===== src/rtl/pwrmode_pkg.sv =====
package pwrmode_pkg;
  localparam int SEL_W  = 2;
  localparam int MODE_N = 1 << SEL_W;
  localparam int BYTE_W = 8;
  localparam logic [BYTE_W-SEL_W-1:0] FIXED_HI = 6'b001100;

  typedef enum logic [SEL_W-1:0] {
    MODE_RUN  = 2'b00,
    MODE_HALT = 2'b01,
    MODE_STOP = 2'b10,
    MODE_IDLE = 2'b11
  } mode_sel_e;
endpackage


===== src/rtl/pwrmode_chk.sv =====
module pwrmode_chk #(
  parameter int W = 8
) (
  input  logic [W-1:0] data_i,
  input  logic [W-1:0] chk_i,
  output logic         match_o
);
  // value and check byte must be exact bitwise inverses
  assign match_o = ((data_i ^ chk_i) == {W{1'b1}});
endmodule


===== src/rtl/pwrmode_dec.sv =====
module pwrmode_dec
  import pwrmode_pkg::*;
(
  input  logic [SEL_W-1:0]  sel_i,
  output logic [MODE_N-1:0] onehot_o
);
  for (genvar g = 0; g < MODE_N; g++) begin : g_line
    assign onehot_o[g] = (sel_i == SEL_W'(g));
  end
endmodule


===== src/rtl/pwrmode_top.sv =====
module pwrmode_top
  import pwrmode_pkg::*;
#(
  parameter int              ADDR_W   = 16,
  parameter logic [ADDR_W-1:0] REG_ADDR = 16'hFFC0,
  parameter int              PC_W     = 24
) (
  input  logic              clk,
  input  logic              rst,
  input  logic              prot_wr_i,
  input  logic [7:0]        prot_data_i,
  input  logic [7:0]        prot_chk_i,
  input  logic [PC_W-1:0]   prot_pc_i,
  input  logic              bus_wr_i,
  input  logic              bus_rd_i,
  input  logic [ADDR_W-1:0] bus_addr_i,
  input  logic              ext_clk_use_i,
  input  logic              ext_clk_en_i,
  output logic [7:0]        ctl_q_o,
  output logic [3:0]        mode_o,
  output logic              operr_irq_o,
  output logic [PC_W-1:0]   err_pc_o,
  output logic [7:0]        rd_data_o,
  output logic              cfg_viol_o
);
  logic             match;
  logic             take;
  logic             fault;
  logic             risky_stop;
  logic             rd_hit;
  logic [SEL_W-1:0] sel_q;
  logic [SEL_W-1:0] sel_n;
  logic [MODE_N-1:0] mode_n;

  pwrmode_chk #(.W(BYTE_W)) u_chk (
    .data_i  (prot_data_i),
    .chk_i   (prot_chk_i),
    .match_o (match)
  );

  // only the dedicated path can write; generic writes have no enable at all
  assign take  = prot_wr_i & match;
  assign fault = prot_wr_i & ~match;
  assign sel_n = take ? prot_data_i[SEL_W-1:0] : sel_q;

  assign risky_stop = take && (mode_sel_e'(prot_data_i[SEL_W-1:0]) == MODE_STOP)
                      && ext_clk_use_i && !ext_clk_en_i;

  // a cycle that both reads and writes is a write cycle, so it returns no data
  assign rd_hit = bus_rd_i && !bus_wr_i && (bus_addr_i == REG_ADDR);

  pwrmode_dec u_dec (
    .sel_i    (sel_n),
    .onehot_o (mode_n)
  );

  always_ff @(posedge clk) begin
    if (rst) begin
      sel_q       <= MODE_RUN;
      mode_o      <= 4'b0001;
      operr_irq_o <= 1'b0;
      err_pc_o    <= '0;
      cfg_viol_o  <= 1'b0;
      rd_data_o   <= '0;
    end else begin
      sel_q       <= sel_n;
      mode_o      <= mode_n;
      operr_irq_o <= fault;
      if (fault)      err_pc_o   <= prot_pc_i;
      if (risky_stop) cfg_viol_o <= 1'b1;
      rd_data_o   <= rd_hit ? {FIXED_HI, sel_q} : '0;
    end
  end

  assign ctl_q_o = {FIXED_HI, sel_q};
endmodule


===== config.mk =====
export PLATFORM = sky130hd
export DESIGN_NAME = pwrmode_top
export DESIGN_NICKNAME = d
export VERILOG_FILES = /design/src/rtl/pwrmode_pkg.sv /design/src/rtl/pwrmode_chk.sv /design/src/rtl/pwrmode_dec.sv /design/src/rtl/pwrmode_top.sv
export SDC_FILE = /design/constraint.sdc
export NUM_CORES = 1
export LEC_CHECK = 0
export ABC_CLOCK_PERIOD_IN_PS = 2700
export BUFFER_PORTS_ARGS = -buffer_cell sky130_fd_sc_hd__buf_2
export CAP_MARGIN = 15
export CORE_MARGIN = 1
export CORE_UTILIZATION = 45
export CTS_CLUSTER_DIAMETER = 100
export DETAILED_ROUTE_END_ITERATION = 8
export PLACE_DENSITY = 0.85
export SYNTH_ARGS = -nofsm -noshare
export SYNTH_HDL_FRONTEND = slang
export SYNTH_SLANG_ARGS = --single-unit

===== constraint.sdc =====
create_clock -name clk -period 2.7 [get_ports clk]
set_clock_uncertainty 0.1 [all_clocks]
set_input_delay 0.54 -clock clk [delete_from_list [all_inputs] [get_ports clk]]
set_output_delay 0.54 -clock clk [all_outputs]
set_load 0.005 [all_outputs]

# Yosys cells after proc, flatten, opt, wreduce, memory -nomap -nowiden
# Cells that the tools add are included.
[op_classes] n_mux=2 bitwise_logic=5 n_reduce_logical=9 eq_ne=6
[ops] op="$eq 16x16->1 const B" count=1
[ops] op="$eq 8x8->1 const B" count=1
[ops] op="$xor 8x8->8" count=1
[ops] op="$eq 2x2->1 const B" count=3
[ops] op="$mux 6" count=1
[ops] op="$logic_and 1x1->1" count=5
[ops] op="$and 1x1->1" count=2
[ops] op="$eq 2x1->1 const B" count=1
[ops] op="$logic_not 1->1" count=2
[ops] op="$logic_not 2->1" count=1
[ops] op="$mux 2" count=1
[ops] op="$not 1->1" count=2
[ops] op="$reduce_or 2->1" count=1
[totals] output_inout_bits=46 reg_bits=40 elab_cells=29 inputBits=63

# Logic depth before layout (Yosys ltp)
[depth] ltp_word=6 depth_mapped=6 depth_no_buf=4

# Modules after synthesis
# From an unflattened synthesis, not the netlist that was laid out.
[unflattened] hier_cells=171 area_unflattened_um2=1450.1
[modules_own_cells] mod="pwrmode_top" seq_area_each_um2=700.7 area_each_um2=1337.5 cells_per_inst=156 instances=1
[modules_own_cells] mod="pwrmode_chk" seq_area_each_um2=0.0 area_each_um2=86.3 cells_per_inst=11 instances=1
[modules_own_cells] mod="pwrmode_dec" seq_area_each_um2=0.0 area_each_um2=26.3 cells_per_inst=4 instances=1

# Worst setup path before layout
# Ideal clock, no wire load.
[synth_path] path_kind="input to register" from="input prot_chk_i[2]" to="register err_pc_o[10]" n_path_buf=2 setup_ns=0.072 path_stages=6 slack_ns=0.881 t_arrival_ns=1.648 required_time_ns=2.528 path_cell_list="xor2_1 -> and4_1 -> buf_6 -> a21oi_4 -> buf_8 -> mux2i_1"
[synth_via] elab_chain_len=4
[synth_rtl] element="start: declaration" line_no="pwrmode_top.sv:12" rtl="input logic [7:0] prot_chk_i,"
[synth_rtl] element="$xor 8x8->8" line_no="pwrmode_chk.sv:9" rtl="assign match_o = ((data_i ^ chk_i) == {W{1'b1}});"
[synth_rtl] element="$eq 8x8->1" line_no="pwrmode_chk.sv:9"
[synth_rtl] element="$not 1->1" line_no="pwrmode_top.sv:43" rtl="assign fault = prot_wr_i & ~match;"
[synth_rtl] element="$and 1x1->1" line_no="pwrmode_top.sv:43"
[synth_rtl] element="end signal: assignment" line_no="pwrmode_top.sv:69" rtl="if (fault) err_pc_o <= prot_pc_i;"
[synth_rtl] element="end: declaration" line_no="pwrmode_top.sv:22" rtl="output logic [PC_W-1:0] err_pc_o,"
# Every way passes these cells.
# A chain may end at the register's enable or synchronous reset.

# Final worst setup path
[layout_path] from="input prot_chk_i[5]" to="register err_pc_o[12]"
# The elaborated chain is that of the path after synthesis.

==> reports/results.tsv <==
stage	metric	value	unit
drt	vias	1500	
pwr	power.density	457.1	nW/µm²
clock_network	htreeDepth	2	
synth	ys_types	28	
synth	ys.flop_type	dfxtp_1	
global_routing	overflow	0	
synth	synth-async-reset-ratio	0	%
min_path	hold_path_class	in -> reg	
sta	slew_viol_final	0	
die	die_w	62.33	µm
clock_network	cts_hold_buf	0	
die	die-area	3885	µm²
min_path	min-delay-start	prot_pc_i[14]	
clock_network	clkLatencyLatePin	320	ps
setup_path	r2r-start	sel_q[1]	
drt	routedWlPerCell	10.91	µm
sta	finalSetupViolCount	0	
sta	worst_slack	994.2	ps
synth	synth.most_common_cell	nand2_1	
sta	hold_viol_final	0	
global_routing	antenna_found_initial	0	
pwr	total_leakage_power	1.116	nW
pwr	finalPower	970.4	µW
drt	drcViolationCount	0	
min_path	holdPathStages	3	
clock_network	clk_pin_slew	100	ps
synth	synth_warnings	0	
run	cap_violations	0	
clock_network	cts_buffers	5	
global_routing	grt_max_degree	39	
clock_network	cts_setup_buffers	0	
pwr	ir_worst_vdd	0.2435	mV
synth	synth_area_per_cell	9.201	µm²
synth	synthTopCellsByArea	dfxtp_1 (43%), mux2i_1 (15%), nand2_1 (11%)	
setup_path	regToRegEndpoint	mode_o[3]	
global_routing	grt_pass1_vias	1357	
sta	setup_tns	0	ps
global_routing	grt_use_total	18.54	%
clock_network	clock_sinks	35	
setup_path	crit_arrival	1860	ps
setup_path	crit_start	prot_chk_i[5]	
die	io_pins	109	
drt	drt_pass1_iterations	4	
die	die_y	62.33	µm
setup_path	worstSetupEndpointType	register	
die	rows	21	
drt	via_per_inst	4.702	
setup_path	ff2ff_setup_slack	1640	ps
sta	timing.fmax	0.5862	GHz
synth	yosysSeqAreaShare	42.78	%
clock_network	cts_root_buf	clkbuf_4	
place	numPortBuffers	98	
synth	synth-edff-count	0	
synth	yosys.area.top_type	dfxtp_1	
synth	synth-seq-cells	35	
synth	postSynthCellCount	178	
die	start_util	47.95	%
min_path	whs_endpoint	err_pc_o[14]	
run_status	status	finished, final reports clean	
layout	area_delta_synth_final	29.64	%
setup_path	critical_path_class	in -> reg	
sta	rsz0062_at_grt	no	
layout	nets	335	
drt	first_iter_violations	88	
synth	synth.cells.most_frequent	nand2_1 (49), dfxtp_1 (35), mux2i_1 (24)	
sta	post-route-period-util	63.18	%
place	pre_cts_ws	659.1	ps
layout	insertedDiodeCount	0	
layout	drive_gt1_share	39.93	%
layout	finish.utilization	62.16	%
global_routing	grt_pass1_wl	5740	µm
place	routabilityCongestion	0.7702	
drt	final_antenna_net_count	0	
setup_path	start_kind	primary input	
die	coreArea	3416	µm²
synth	synth_top_area_share	42.78	%
clock_network	cts-resized-gates	0	
setup_path	cp.required	2850	ps
place	place_hpwl	2757	µm
drt	drt-total-wl	3481	µm
clock_network	cts_tree	done	
setup_path	rr_worst_depth	3	
setup_path	cp_max_fo	25	
clock_network	clockBufferDepth	2	
sta	min_period	1706	ps
synth	syn-cell-area	1638	µm²
==> worst max-delay path, stage by stage <==
cell and delay [ps]:
buf_2 110, xor2_1 160, and4_1 270, a21oi_4 160, buf_4 380, mux2i_1 240
==> logic make-up after synthesis <==
group / after synthesis / synth area share (%)
AND/OR/NAND/NOR: 75 / 21.54
multiplexers: 26 / 16.04
XOR/XNOR: 8 / 4.278
flip-flops: 35 / 42.78
buffers and inverters: 23 / 10.08
AO/OA/AOI/OAI: 9 / 4.813
other: 2 / 0.4585
==> cell type report <==
type,instances,area [µm²]
Clock buffer,7,45.04
Sequential cell,35,700.7
Clock inverter,1,5.005
Fill cell,328,1292
Timing Repair Buffer,100,505.5
Multi-Input combinational cell,128,802.0
Inverter,2,7.507
Tap cell,46,57.56
==> power breakdown <==
part	internal (mW)	switching (mW)	leakage, nW
clock network	0.102	0.161	0.0293
registers	0.540	0.0108	0.287
logic	0.0792	0.0779	0.800
==> state kept, by name, summed over array words and instances, names as in the netlist <==
register	cells
cfg_viol_o	1
err_pc_o	24
mode_o	4
operr_irq_o	1
rd_data_o	3
sel_q	2
==> metal layers <==
layer,global-route usage [%],wire (µm),up-vias
li1,-,-,766
met1,21.59,1521,666
met2,31.73,1721,60
met3,3.493,160,8
met4,10.47,77,0
met5,0,0,-
==> how the worst max path moves through the flow <==
stage / endpoint / slack, ps
6_report: err_pc_o[12] / 990
5_1_grt: err_pc_o[23] / 920
4_1_cts: err_pc_o[12] / 1000
3_5_place_dp: err_pc_o[12] / 660
3_3_place_gp: mode_o[1] / 700
2_1_floorplan: err_pc_o[10] / 880
==> through the flow <==
step / std cells / hold slack, ps / instance area [µm²]
after floorplan: 186 / 351.1 / 1668
after global placement: 311 / 338.2 / 2073
after detailed placement: 311 / 343.1 / 2073
after CTS: 319 / 335.1 / 2123
after global routing: 319 / 327.3 / 2123
final: 319 / 346.1 / 2123
==> layout by cell type (no fill, tap or decap), types with 3 or more instances in the layout <==
cell type,n
buf_2,98
nand2_1,49
dfxtp_1,35
mux2i_1,24
conb_1,10
xor2_1,8
nand4_1,7
clkbuf_4,5
nor2_1,4
nor3b_1,4
and2_1,3
No activity file was read; power rests on OpenSTA's default activity.
